### src/rtl/trb_pkg.sv
package trb_pkg;
    parameter int unsigned TRB_WORD_W = 32;
endpackage

### src/rtl/trb_ram.sv
module trb_ram #(
    parameter int unsigned DEPTH = 16,
    parameter int unsigned AW    = 4,
    parameter int unsigned W     = 32
) (
    input  logic          clk,
    input  logic          rst_n,
    input  logic          we,
    input  logic [AW-1:0] waddr,
    input  logic [W-1:0]  wdata,
    input  logic          re,
    input  logic [AW-1:0] raddr,
    output logic [W-1:0]  rdata
);
    logic [W-1:0] mem_q [DEPTH];
    logic [W-1:0] rdata_q;

    // storage: non-blocking update, so a same-cycle read sees the old word
    always_ff @(posedge clk) begin
        if (we) begin
            mem_q[waddr] <= wdata;
        end
    end

    always_ff @(posedge clk or negedge rst_n) begin
        if (!rst_n) begin
            rdata_q <= '0;
        end else if (re) begin
            rdata_q <= mem_q[raddr];
        end
    end

    assign rdata = rdata_q;

    // the output register only moves when a read was issued
    assert_rdata_hold_R6: assert property (@(posedge clk) disable iff (!rst_n)
        !re |=> $stable(rdata_q));
endmodule

### src/rtl/trb_wr_ctrl.sv
module trb_wr_ctrl #(
    parameter int unsigned DEPTH = 16,
    parameter int unsigned AW    = 4
) (
    input  logic          clk,
    input  logic          rst_n,
    input  logic          cap_en,
    input  logic          cap_valid,
    input  logic          arm,
    output logic          we,
    output logic [AW-1:0] waddr,
    output logic          ovf
);
    localparam logic [AW-1:0] LAST = AW'(DEPTH - 1);

    typedef struct packed {
        logic [AW-1:0] ptr;
        logic          ovf;
    } wr_st_t;

    wr_st_t st_d, st_q;
    logic   cap;

    always_comb begin
        cap  = cap_en && cap_valid && !arm;
        st_d = st_q;
        if (arm) begin
            st_d.ptr = '0;
            st_d.ovf = 1'b0;
        end else if (cap) begin
            if (st_q.ptr == LAST) begin
                st_d.ptr = '0;
                st_d.ovf = 1'b1;
            end else begin
                st_d.ptr = st_q.ptr + 1'b1;
            end
        end
    end

    always_ff @(posedge clk or negedge rst_n) begin
        if (!rst_n) begin
            st_q <= '0;
        end else begin
            st_q <= st_d;
        end
    end

    assign we    = cap;
    assign waddr = st_q.ptr;
    assign ovf   = st_q.ovf;

    assert_ptr_step_R2: assert property (@(posedge clk) disable iff (!rst_n)
        (cap_en && cap_valid && !arm && st_q.ptr != LAST)
            |=> st_q.ptr == AW'($past(st_q.ptr) + 1'b1));
    assert_ptr_hold_R2: assert property (@(posedge clk) disable iff (!rst_n)
        (!(cap_en && cap_valid) && !arm) |=> $stable(st_q.ptr));
    assert_wrap_sets_ovf_R3: assert property (@(posedge clk) disable iff (!rst_n)
        (cap_en && cap_valid && !arm && st_q.ptr == LAST)
            |=> (st_q.ptr == '0 && st_q.ovf));
    assert_ovf_sticky_R3: assert property (@(posedge clk) disable iff (!rst_n)
        (st_q.ovf && !arm) |=> st_q.ovf);
    assert_arm_clears_R4: assert property (@(posedge clk) disable iff (!rst_n)
        arm |=> (st_q.ptr == '0 && !st_q.ovf));
    assert_no_write_on_arm_R4: assert property (@(posedge clk) disable iff (!rst_n)
        arm |-> !we);
endmodule

### src/rtl/trb_rd_ctrl.sv
module trb_rd_ctrl #(
    parameter int unsigned DEPTH = 16,
    parameter int unsigned AW    = 4
) (
    input  logic          clk,
    input  logic          rst_n,
    input  logic          ptr_load,
    input  logic [AW-1:0] ptr_val,
    input  logic          rd_req,
    output logic          re,
    output logic [AW-1:0] raddr,
    output logic          rd_valid
);
    localparam logic [AW-1:0] LAST = AW'(DEPTH - 1);

    typedef struct packed {
        logic [AW-1:0] ptr;
        logic          vld;
    } rd_st_t;

    rd_st_t st_d, st_q;
    logic   do_rd;

    always_comb begin
        do_rd    = rd_req && !ptr_load;
        st_d     = st_q;
        st_d.vld = do_rd;
        if (ptr_load) begin
            st_d.ptr = ptr_val;
        end else if (do_rd) begin
            st_d.ptr = (st_q.ptr == LAST) ? '0 : st_q.ptr + 1'b1;
        end
    end

    always_ff @(posedge clk or negedge rst_n) begin
        if (!rst_n) begin
            st_q <= '0;
        end else begin
            st_q <= st_d;
        end
    end

    assign re       = do_rd;
    assign raddr    = st_q.ptr;
    assign rd_valid = st_q.vld;

    assert_load_R5: assert property (@(posedge clk) disable iff (!rst_n)
        ptr_load |=> (st_q.ptr == $past(ptr_val) && !rd_valid));
    assert_read_valid_R6: assert property (@(posedge clk) disable iff (!rst_n)
        (rd_req && !ptr_load) |=> rd_valid);
    assert_read_wrap_R6: assert property (@(posedge clk) disable iff (!rst_n)
        (rd_req && !ptr_load && st_q.ptr == LAST) |=> st_q.ptr == '0);
    assert_idle_no_valid_R6: assert property (@(posedge clk) disable iff (!rst_n)
        !rd_req |=> !rd_valid);
endmodule

### src/rtl/trace_ring_buf.sv
module trace_ring_buf
    import trb_pkg::*;
#(
    parameter int unsigned DEPTH = 16,
    localparam int unsigned AW   = (DEPTH > 1) ? $clog2(DEPTH) : 1
) (
    input  logic                  clk,
    input  logic                  rst_n,
    input  logic                  cap_en,
    input  logic                  cap_valid,
    input  logic [TRB_WORD_W-1:0] cap_data,
    input  logic                  arm,
    input  logic                  rd_ptr_load,
    input  logic [AW-1:0]         rd_ptr_val,
    input  logic                  rd_req,
    output logic [TRB_WORD_W-1:0] rd_data,
    output logic                  rd_valid,
    output logic [AW-1:0]         wr_ptr,
    output logic [1:0]            status
);
    logic          we;
    logic [AW-1:0] waddr;
    logic          ovf;
    logic          re;
    logic [AW-1:0] raddr;

    trb_wr_ctrl #(.DEPTH(DEPTH), .AW(AW)) u_wr (
        .clk(clk), .rst_n(rst_n), .cap_en(cap_en), .cap_valid(cap_valid),
        .arm(arm), .we(we), .waddr(waddr), .ovf(ovf)
    );

    trb_rd_ctrl #(.DEPTH(DEPTH), .AW(AW)) u_rd (
        .clk(clk), .rst_n(rst_n), .ptr_load(rd_ptr_load), .ptr_val(rd_ptr_val),
        .rd_req(rd_req), .re(re), .raddr(raddr), .rd_valid(rd_valid)
    );

    trb_ram #(.DEPTH(DEPTH), .AW(AW), .W(TRB_WORD_W)) u_ram (
        .clk(clk), .rst_n(rst_n), .we(we), .waddr(waddr), .wdata(cap_data),
        .re(re), .raddr(raddr), .rdata(rd_data)
    );

    assign wr_ptr = waddr;
    // non-empty once anything was captured since reset or re-arm
    assign status = {ovf, ovf || (waddr != '0)};

    assert_ptr_range_R3: assert property (@(posedge clk) disable iff (!rst_n)
        32'(wr_ptr) < DEPTH);
    assert_nonempty_after_cap_R9: assert property (@(posedge clk) disable iff (!rst_n)
        (cap_en && cap_valid && !arm) |=> status[0]);
endmodule

### config.mk
export PLATFORM = sky130hd
export DESIGN_NAME = trace_ring_buf
export DESIGN_NICKNAME = d
export VERILOG_FILES = /design/src/rtl/trb_pkg.sv /design/src/rtl/trb_ram.sv /design/src/rtl/trb_wr_ctrl.sv /design/src/rtl/trb_rd_ctrl.sv /design/src/rtl/trace_ring_buf.sv
export SDC_FILE = /design/constraint.sdc
export NUM_CORES = 1
export LEC_CHECK = 0
export BUFFER_PORTS_ARGS = -buffer_cell sky130_fd_sc_hd__buf_4
export CAP_MARGIN = 15
export CORE_ASPECT_RATIO = 1.1
export CORE_MARGIN = 2
export CORE_UTILIZATION = 42
export CTS_CLUSTER_SIZE = 30
export DETAILED_ROUTE_END_ITERATION = 7
export RECOVER_POWER = 100
export SYNTH_ARGS = -nofsm -noshare
export SYNTH_HDL_FRONTEND = slang
export SYNTH_SLANG_ARGS = --single-unit
### constraint.sdc
create_clock -name clk -period 2.3 [get_ports clk]
set_input_delay 0.23 -clock clk [delete_from_list [all_inputs] [get_ports clk]]
set_output_delay 0.23 -clock clk [all_outputs]
set_load 0.05 [all_outputs]
==> results.ini <==
[drt]
wire_per_inst_um = 23.0
dr.pass1.iters = 5
final_antenna_net_count = 0
via_per_inst = 5.39
finalWirelength_um = 48700
drc = 0
via_count = 11401
drt_first_iter_violations = 887

[power_and_ir_drop]
peakVddDrop_uv = 606
p_sw_mw = 5.56
seq_power_share_pct = 50.0
clock_power_share_pct = 39.1
p_per_area_mw_per_mm2 = 907
combinationalPowerShare_pct = 11.0
power.switching_fraction_pct = 24.5
p_int_mw = 17.1
total_leakage_power_nw = 8.73

[logic_synthesis]
number_of_synthesized_flops_with_an_enable_pin = 512
sequential_area_share_after_synthesis_pct = 76.3
synth_top_cells_by_area = edfxtp_1 (71%), mux2i_1 (12%), dfrtp_1 (4.9%)
post_synth_inst_count = 1241
yosysTopAreaCellShare_pct = 71.4
synth_flop_cell = edfxtp_1
syn-cell-area_mm2 = 0.0215
post_synth_most_frequent_cells = edfxtp_1 (512), mux2i_1 (258), nor2_1 (98), o22ai_1 (96), nor3_1 (60)
synth_area_per_cell_um2 = 17.4
synthesis.nets = 1290
yosysTopAreaCell = edfxtp_1
synthesis.yosys.warnings = 0
synth_most_common_cell = edfxtp_1
async_reset_ff_share_pct = 7.58
synth_seq_cells = 554
yosys.cell_types.count = 37

[sta]
hold_viol_final = 0
finalSetupViolations = 0
worst_slew_pin_slew_ns = 1.70
layout_min_cycle_time_ns = 2.17
final.period_utilization_pct = 94.1
achievable-frequency_mhz = 462
setup_repair_after_global_routing_missed_its_margin = no
timing.setup.tns_ns = 0
worst_slack_ns = 0.135
final_setup_skew_ns = 0.0196
timing.max_slew.rel_slack_pct = -13.3
final_max_slew_viols = 43

[die]
dieArea_mm2 = 0.0531
boundaryPins = 82
placement_rows = 87
floorplan.initialDensity_pct = 42.3
die-height_um = 241
core_area_mm2 = 0.0509
chipWidth_um = 220

[critical_path]
largest_fanout_on_the_critical_path = 28
worstSetupPathType = flip-flop to flip-flop
crit_top_cell = buf_4
timing.rr.start = u_rd.raddr[0]
worst_r2r_endpoint = u_ram.rdata[30]
crit_required_ns = 2.77
crit_path_top_delay_cell = buf_4
worst_setup_path_start_kind = flip-flop
setup.reg_to_reg.worst_slack_ns = 0.13
reg2regPathDepth = 7
arrival_ns = 2.64
crit_path_max_incr_delay_ns = 0.48
nature_of_the_critical_path_endpoint = flip-flop
worstPathCellList = buf_4 -> buf_12 -> buf_4 -> mux2i_1 -> nor2_1 -> nor4_1 -> nor3_1

[global_routing]
grt_use_total_pct = 18.5
antenna_found_initial = 1
grt_pass1_vias = 11445
gr-total-overflow = 0
grt_start_max_net_pins = 46
grt_first_pass_wirelength_um = 71900

[finish]
finish.net_count = 1450
final_cells = 2117
final_core_util_pct = 49.1
postLayoutCellArea_mm2 = 0.0250
flow.area_growth_from_synthesis_pct = 16.1
layout_cells_sized_above_1_pct = 12.1
layout.filler_cells = 4333

[clock_network]
htree_levels = 2
clockBufferDepth = 3
clock_tree_from_tritoncts = yes
tritoncts_num_sinks = 554
clk_transition_reported_paths_ns = 0.06
cts_root_buffer = clkbuf_16
tritoncts_buffers = 56
clock_insertion_delay_worst_skew_ns = 0.60

[run_status]
run_status = finished with violations
failing_checks = max-capacitance violations, max-slew violations

[placed_design]
place.gp.congestion = 0.722
dp_hpwl_um = 23200
dp_slack_ns = 0.408
port_buffers = 81
dp.cells = 1958
detailed_place.area_mm2 = 0.0232

[worst_hold_path]
whs_path_depth = 4
timing.hold.worst_endpoint = u_wr.waddr[1]
hold_path_class = input pin to flip-flop
holdCritStartpoint = cap_valid

[flow_run]
timing.max_cap.violations = 1

[per-layer routing]
| layer | global-route usage [%] | wire length [um] | up-vias |
|---|---|---|---|
| li1 | - | - | 5184 |
| met1 | 26.3 | 22500 | 5869 |
| met2 | 29.7 | 23100 | 292 |
| met3 | 3.35 | 2350 | 56 |
| met4 | 4.35 | 779 | 0 |
| met5 | 0 | 0 | - |
[worst max-delay path by stage]
stage,start,cells after the start,endpoint
after floorplan,u_wr.waddr[2],2,u_ram.mem_q[1][0]
after global placement,cap_en,5,u_ram.mem_q[8][9]
after detailed placement,u_wr.waddr[3],3,u_ram.mem_q[6][10]
after CTS,u_wr.waddr[0],4,status[0]
after global routing,u_wr.waddr[2],3,u_ram.mem_q[3][20]
final,u_rd.raddr[0],7,u_ram.rdata[30]
[flip-flops by register name (all words and copies together) (netlist names)]
| signal | cells |
|---|---|
| u_wr.waddr | 4 |
| u_rd.raddr | 4 |
| u_ram.mem_q | 512 |
| u_rd.rd_valid | 1 |
| u_ram.rdata | 32 |
| u_wr.ovf | 1 |
[power by group through the flow]
stage	Combinational, mW	Sequential, mW	Clock [mW]
5_1_grt	2.65	11.3	9.41
4_1_cts	2.66	11.3	9.02
2_1_floorplan	1.25	12.0	0
3_5_place_dp	2.58	11.5	0
3_3_place_gp	2.55	11.5	0
6_report	2.48	11.3	8.85
[layout by cell type (no fill, tap or decap), types with 5 or more instances in the layout]
master         instances
buf_12                 9
clkinv_2              14
clkbuf_16             58
clkbuf_1              82
and2_2                16
a21oi_1                8
dfrtp_1               39
bufinv_16              5
o22ai_1               96
nand2_1               10
nor3_2                 6
ha_1                   5
buf_6                 10
edfxtp_1             512
mux2i_1              258
nor4_1                32
nor2_1                98
clkinv_1              12
nor3_1                60
dlygate4sd3_1         45
buf_4                 25
[worst max-delay path: cells and delay by family (launching register included)]
kind	cells	cell delay [ns]
flops	1	0.46
buf+inv	3	0.82
mux	1	0.24
simple gates	3	0.48
[area by class of cell]
class                      instances  area, um^2  area share [%]
timing repair buffer             172        1310            5.24
inverter                           2        7.51          0.0300
clock inverter                    39         335            1.34
antenna                            1        2.50          0.0100
multi-input combinational        615        4610            18.4
tap                              667         835            3.34
sequential                       554       16400            65.7
clock buffer                      67        1460            5.86
[cell families (layout without fill, tap and decap cells)]
kind of cell,after synthesis,count (layout),synth area share [%]
other cells,0,1,0
xor+xnor,1,1,0.0407
simple gates,239,239,5.75
mux,259,259,12.0
compound gates,110,110,3.14
flops,554,554,76.3
fa+ha+maj,6,6,0.349
buf+inv,72,280,2.40
[per-stage QoR]
stage          hold WS, ns  total power, mW
6_report            0.0699             22.7
5_1_grt             0.0721             23.4
4_1_cts             0.0245             23.0
3_5_place_dp         0.390             14.1
3_3_place_gp         0.383             14.1
2_1_floorplan      -0.0656             13.2
[repair_timing]
action / 4_1_cts / 5_1_grt
hold buffers: 45 / 0
buffers inserted: 3 / 3
hold endpoints to repair: 563 / 0
gates resized for setup: 7 / 2
gates cloned: 0 / 1
pin swaps: 0 / 0
setup endpoints to repair: 1 / 3
No activity file was read; power rests on OpenSTA's default activity.
